File: config.mk
export PLATFORM = sky130hd
export DESIGN_NAME = store_cycle_seq
export DESIGN_NICKNAME = d
export VERILOG_FILES = /design/src/rtl/store_cycle_seq.sv
export SDC_FILE = /design/constraint.sdc
export NUM_CORES = 1
export LEC_CHECK = 0
export CORE_UTILIZATION = 51
export CTS_CLUSTER_SIZE = 20
export DETAILED_ROUTE_END_ITERATION = 10
export GPL_ROUTABILITY_DRIVEN = 0
export PLACE_DENSITY_LB_ADDON = 0.25
export SETUP_SLACK_MARGIN = 0.4
export SKIP_CTS_REPAIR_TIMING = 1
export SLEW_MARGIN = 20
export SYNTH_ARGS = -nofsm -noshare
export SYNTH_HDL_FRONTEND = slang
export SYNTH_SLANG_ARGS = --single-unit
File: constraint.sdc
create_clock -name clk -period 1.9 [get_ports clk]
set_input_delay 0.57 -clock clk [delete_from_list [all_inputs] [get_ports clk]]
set_output_delay 0.57 -clock clk [all_outputs]
set_load 0.02 [all_outputs]
File: src/rtl/store_cycle_seq.sv
module store_cycle_seq #(
  parameter int TICKS_PER_STEP = 5
) (
  input  logic clk,
  input  logic rst_n,
  input  logic start,
  input  logic start_write,
  input  logic wr_inhibit,
  output logic busy,
  output logic mux_sel,
  output logic ras_n,
  output logic cas_n,
  output logic t6,
  output logic ack,
  output logic wclr,
  output logic ostr_n,
  output logic row_busy,
  output logic wr_pend,
  output logic wr_act
);
  localparam int TW = (TICKS_PER_STEP > 1) ? $clog2(TICKS_PER_STEP) : 1;
  localparam logic [TW-1:0] TICK_LAST = TW'(TICKS_PER_STEP - 1);
  localparam logic [3:0] STEP_LAST = 4'd15;

  logic [TW-1:0] tick;
  logic [3:0]    step;
  logic [3:0]    nxt;
  logic          ras, cas;

  assign nxt = step + 4'd1;

  always_ff @(posedge clk or negedge rst_n) begin
    if (!rst_n) begin
      tick    <= '0;
      step    <= '0;
      busy    <= 1'b0;
      mux_sel <= 1'b0;
      ras     <= 1'b0;
      cas     <= 1'b0;
      t6      <= 1'b0;
      ack     <= 1'b0;
      wclr    <= 1'b0;
      wr_pend <= 1'b0;
      wr_act  <= 1'b0;
    end else if (!busy) begin
      tick <= '0;
      if (start) begin
        busy    <= 1'b1;
        mux_sel <= 1'b1;
        step    <= '0;
        wr_pend <= start_write;
        wr_act  <= start_write & ~wr_inhibit;
      end
    end else if (tick != TICK_LAST) begin
      tick <= tick + TW'(1);
    end else begin
      tick <= '0;
      if (step == STEP_LAST) begin
        busy <= 1'b0;
        step <= '0;
      end else begin
        step <= nxt;
        case (nxt)
          4'd1:  ras     <= 1'b1;
          4'd3:  mux_sel <= 1'b0;
          4'd5:  cas     <= 1'b1;
          4'd6:  t6      <= 1'b1;
          4'd10: begin t6 <= 1'b0; ack <= 1'b1; end
          4'd11: ras     <= 1'b0;
          4'd12: begin cas <= 1'b0; ack <= 1'b0; end
          4'd13: begin wclr <= 1'b1; wr_pend <= 1'b0; wr_act <= 1'b0; end
          4'd14: wclr    <= 1'b0;
          default: ;
        endcase
      end
    end
  end

  assign ras_n    = ~ras;
  assign cas_n    = ~cas;
  assign ostr_n   = ~(t6 & ~wr_act);
  assign row_busy = wr_pend | ~ras;

  assert_idle_quiet_R1: assert property (@(posedge clk) disable iff (!rst_n)
    !busy |-> (ras_n && cas_n && !t6 && !ack && !wclr && !mux_sel));
  assert_start_mux_R2: assert property (@(posedge clk) disable iff (!rst_n)
    $rose(busy) |-> mux_sel);
  assert_ras_in_cycle_R4: assert property (@(posedge clk) disable iff (!rst_n)
    $fell(ras_n) |-> $past(busy));
  assert_cas_after_ras_R6: assert property (@(posedge clk) disable iff (!rst_n)
    $fell(cas_n) |-> !ras_n);
  assert_strobes_exclusive_R7: assert property (@(posedge clk) disable iff (!rst_n)
    $onehot0({t6, ack, wclr}));
  assert_wclr_clears_R8: assert property (@(posedge clk) disable iff (!rst_n)
    $rose(wclr) |-> (!wr_pend && !wr_act));
  assert_ostr_window_R9: assert property (@(posedge clk) disable iff (!rst_n)
    !ostr_n |-> (t6 && !wr_act));
  assert_busy_hold_R11: assert property (@(posedge clk) disable iff (!rst_n)
    (busy && $past(busy) && !wclr) |-> $stable(wr_pend));
endmodule

# Word level (Yosys, flattened, before mapping)
# Cells that the tools add are included.
[word_totals] wordCells=79 register_bits=16
[op_classes] n_bitwise=10 n_eq_ne=15 addsub=2 n_reduce_logical=14 mux=27
[ops] operator="AND reduction 4 bit" count=7
[ops] operator="== test 4 bit (second input constant)" count=6
[ops] operator="2-to-1 mux 1 bit" count=16
[ops] operator="2-to-1 mux 4 bit" count=4
[ops] operator="nonzero test 2 bit" count=6
[ops] operator="case mux 1 bit (2 select lines)" count=5
[ops] operator="== test 4 x 3 -> 1 bit (second input constant)" count=2
[ops] operator="NOT 1 bit" count=7
[ops] operator="2-to-1 mux 3 bit" count=2
[ops] operator="adder 4 x 1 -> 4 bit (second input constant)" count=1
[ops] operator="== test 4 x 1 -> 1 bit (second input constant)" count=1
[ops] operator="== test 4 x 2 -> 1 bit (second input constant)" count=1
[ops] operator="!= test 2 x 1 -> 1 bit (second input constant)" count=2
[ops] operator="!= test 2 bit (second input constant)" count=2
[ops] operator="adder 3 x 1 -> 3 bit (second input constant)" count=1
[ops] operator="!= test 3 bit (second input constant)" count=1
[ops] operator="bitwise AND 1 bit" count=2
[ops] operator="AND reduction 2 bit" count=1
[ops] operator="bitwise OR 1 bit" count=1

# Longest topological paths before layout
[logic_depth] depth_word=6 mapped_depth=7

# Least setup slack after synthesis
# OpenSTA, ideal clock, no wires.
[synth_path] kind="register to register" startpoint="register tick[0]" endpoint="register wr_act" t_arrival_ns=1.485 stages_incl_launch_ff=8 period_less_slack_ns=1.610 slack_ns=0.290 setup_ns=0.125 path_cell_list="dfrtp_1 > inv_1 > ha_1 > and3_1 > buf_6 > and3_1 > a21oi_2 > mux2_4"
[synth_via] elab_chain_len=3
[synth_lines] item="start, declared" line_no="25" source="logic [TW-1:0] tick;"
[synth_lines] item="start signal, assigned" line_no="55" source="tick <= tick + TW'(1);"
[synth_lines] item="!= test 3 bit" line_no="54" source="end else if (tick != TICK_LAST) begin"
[synth_lines] item="!= test 2 bit (no line)"
[synth_lines] item="AND reduction 4 bit (no line)"
[synth_lines] item="end signal, assigned" line_no="52" source="wr_act <= start_write & ~wr_inhibit;"
[synth_lines] item="end, declared" line_no="19" source="output logic wr_act"
# Every way passes these cells.
# A chain may end at the register's enable or synchronous reset.

# Worst setup path in the final report
[layout_path] startpoint="register step[0]" endpoint="register ack"
[layout_via] elab_chain_len=4 elab_cells_between_ends=8 classes_between="1 x add/sub; 3 x eq/ne; 1 x mux; 1 x bitwise; 2 x reduce/logical"
[layout_lines] item="start, declared" line_no="26" source="logic [3:0] step;"
[layout_lines] item="start signal, assigned" line_no="62" source="step <= nxt;"
[layout_lines] item="adder 4 x 1 -> 4 bit" line_no="30" source="assign nxt = step + 4'd1;"
[layout_lines] item="== test 4 bit" line_no="63" source="case (nxt)"
[layout_lines] item="nonzero test 2 bit (no line)"
[layout_lines] item="AND reduction 4 bit (no line)"
[layout_lines] item="end signal, assigned" line_no="41" source="ack <= 1'b0;"
[layout_lines] item="end signal, assigned" line_no="68" source="4'd10: begin t6 <= 1'b0; ack <= 1'b1; end"
[layout_lines] item="end signal, assigned" line_no="70" source="4'd12: begin cas <= 1'b0; ack <= 1'b0; end"
[layout_lines] item="end, declared" line_no="14" source="output logic ack,"
# Parallel ways exist; a longest one is shown, timed or not.

==> metrics <==
run status=finished clean; total routing usage reported by global routing=0.2312; depth of the CTS H-tree=1; critical path class=reg2reg; detailed-router iteration count before antenna repair=4; starting density of the core=0.5500; overall die height=45.15 µm; fraction of synthesis flops using an asynchronous set or reset pin=1.000; type of destination of the critical path=flop; flip-flop and latch count after synthesis=16; delay contributed by the slowest stage of the critical path=0.48 ns; slew of the pin with the lowest slew margin=0.4123 ns; standard cell area after detailed placement=1142 µm²; Core Util, Final=0.7587; CP Cell Sequence=buf_4 > nand3_1 > xor2_1 > o21ai_0 > a21oi_1; Max VDD drop=0.7985 mV; number of remaining DRC errors=0; TritonCTS Sinks=16; maxcap violations=0; clock transition at the registers of the reported paths=0.10 ns; time the worst path needs with I/O delays and setup=1.743 ns; nature of the critical path startpoint=flop; antenna diode instance count=0; via count=885; count of yosys warnings during synthesis=0; number of top-level design ports=16; number of endpoints failing setup at the final stage=0; iteration-0 DRC count of the detailed router=21; standard cell with the maximum stage delay on the critical path=sky130_fd_sc_hd__dfrtp_2; count of distinct cell types in the synthesized netlist=30; clock latency reported for the late side of the worst-skew pair=0.29 ns; drt via density=5.822; growth of design area from synthesis to finish=37.95%; summed area of non-filler cells in the final layout=1310 µm²; Max clock buf depth=2; DR WL/cell=17.34 µm; placed wire-length estimate=1509 µm; leakage power figure=0.6613 nW; total of fill cells in the finished design=127; proportion of layout cells with a drive suffix above 1=0.3307; Hold Slack=0.5326 ns; Overflow after GRT=0; final count of hold timing violations=0; CTS Root Buffer Type=sky130_fd_sc_hd__clkbuf_4; netlist area before placement=949.7 µm²; largest fanout of any net on the critical path=7; data arrival time of the critical path=1.94 ns; WP data required=2.10 ns; accumulated negative setup slack=0 ns; total detailed-routing wirelength=2635 µm; number of enable flip-flop cells after synthesis=0; average cell area after synthesis=9.497 µm²; cells after synthesis=100; cell with the most instances after synthesis=sky130_fd_sc_hd__dfrtp_1; Final ANT Viol Nets=0; path class of the lowest-slack min-delay path=reg2reg; clock tree from TritonCTS=built; worst slew margin relative to its limit=0.7242; number of nets in the layout=141; setup clock skew after layout=0.005103 ns; chip width=45.15 µm; commonest cells in the synthesized netlist=sky130_fd_sc_hd__dfrtp_1, sky130_fd_sc_hd__nand2_1, sky130_fd_sc_hd__ha_1, sky130_fd_sc_hd__inv_1, sky130_fd_sc_hd__o21ai_1; total die area=2039 µm²; Cell Rows=15; most used flip-flop cell after synthesis=sky130_fd_sc_hd__dfrtp_1; Final Max Slew Viols=0; vias in the first global route=734; antenna violations before repair=0; maximum clock rate=0.5736 GHz; area share of the largest cell type after synthesis=0.4216; final setup slack of the worst path=0.1567 ns; power density over the cells=1134 nW/µm²; total core area=1727 µm²; cts bufs inserted=3; sequential fraction of the synthesis area=0.4216; unrepaired setup endpoints after global routing=yes; Synth area leaders=sky130_fd_sc_hd__dfrtp_1, sky130_fd_sc_hd__ha_1, sky130_fd_sc_hd__nand2_1; net count of the mapped netlist=112; Final Cycle Share=0.9175; IO buf count=15; wire length of the first global-routing pass=3339 µm; post-synth top area cell=sky130_fd_sc_hd__dfrtp_1; minimum setup slack after placement=0.09398 ns; largest net degree at the start of global routing=17
## path summary, 6_finish.rpt
path,cells after the start,endpoint,start,slack (ns)
max,5,ack,step[0],0.16
min,1,wr_pend,wr_pend,0.53
max reg2reg,5,ack,step[0],0.16
min reg2reg,1,wr_pend,wr_pend,0.53
max in group asynchronous,2,step[0],rst_n,1.10
min in group asynchronous,2,busy,rst_n,0.60
## sequential cells by signal, summed over array words and instances, names as in the netlist
register and cells:
wclr 1, tick 3, wr_pend 1, ras 1, wr_act 1, ack 1, step 4, t6 1
cas 1, mux_sel 1, busy 1
## routing by layer
metal	vias up	track usage	routed length [µm]
met3	20	0.03600	145
met2	51	0.3826	1205
met4	0	0.09091	205
met1	410	0.3008	1079
met5	-	0	0
li1	404	-	-
## where the power goes
| part | internal [W] | leakage (nW) | switching, W |
|---|---|---|---|
| Clock | 0.0000739 | 0.0138 | 0.000113 |
| Sequential | 0.000428 | 0.193 | 0.000117 |
| Combinational | 0.000373 | 0.454 | 0.000380 |
| Total | 0.000876 | 0.661 | 0.000610 |
## critical path, delay by kind of cell, from the launching register on
family / cells / cell delay (ns)
AOI/OAI and AO/OA: 2 / 0.52
DFF: 1 / 0.48
xor gates and xnor gates: 1 / 0.38
buffers and inverters: 1 / 0.16
and+or+nand+nor: 1 / 0.12
## cell families (layout without fill, tap and decap cells)
family | Yosys count | after routing | share of synthesized area
compound gates | 24 | 24 | 0.1515
xor+xnor | 5 | 5 | 0.05403
fa+ha+maj | 7 | 7 | 0.09222
buf+inv | 11 | 38 | 0.05534
flops | 16 | 16 | 0.4216
mux | 3 | 3 | 0.03820
simple gates | 34 | 34 | 0.1871
## layout make-up
class                      count  area, µm²  share of cell area
sequential                    16      404.1              0.3085
tap                           25      31.28             0.02388
inverter                       7      26.28             0.02006
multi-input combinational     73      583.1              0.4451
clock buffer                   3      22.52             0.01719
timing repair buffer          28      242.7              0.1853
## stage by stage
stage / cells / power [W]
after global routing: 152 / 0.001569
after floorplan: 100 / 0.0008847
after global placement: 139 / 0.001049
after CTS: 142 / 0.001246
after detailed placement: 139 / 0.001069
final: 152 / 0.001486
## placed cells by master, fill, tap and decap left out, types with 3 or more instances in the layout
master                            Yosys  routed
sky130_fd_sc_hd__ha_1                 7       4
sky130_fd_sc_hd__o21ai_0              3       3
sky130_fd_sc_hd__inv_2                0       3
sky130_fd_sc_hd__dfrtp_2              0       3
sky130_fd_sc_hd__clkbuf_4             0       3
sky130_fd_sc_hd__nand3_1              5       4
sky130_fd_sc_hd__a31oi_1              4       4
sky130_fd_sc_hd__ha_4                 0       3
sky130_fd_sc_hd__a21oi_1              4       4
sky130_fd_sc_hd__nor2_1               3       3
sky130_fd_sc_hd__inv_1                7       4
sky130_fd_sc_hd__clkbuf_2             0       3
sky130_fd_sc_hd__o21ai_1              7       6
sky130_fd_sc_hd__dfrtp_1             16      13
sky130_fd_sc_hd__dlymetal6s2s_1       0       5
sky130_fd_sc_hd__nand2_1             10      10
sky130_fd_sc_hd__clkdlybuf4s50_1      0       4
sky130_fd_sc_hd__buf_4                0      13
sky130_fd_sc_hd__nand2b_1             5       3
Power figures use the tool's default switching activity.
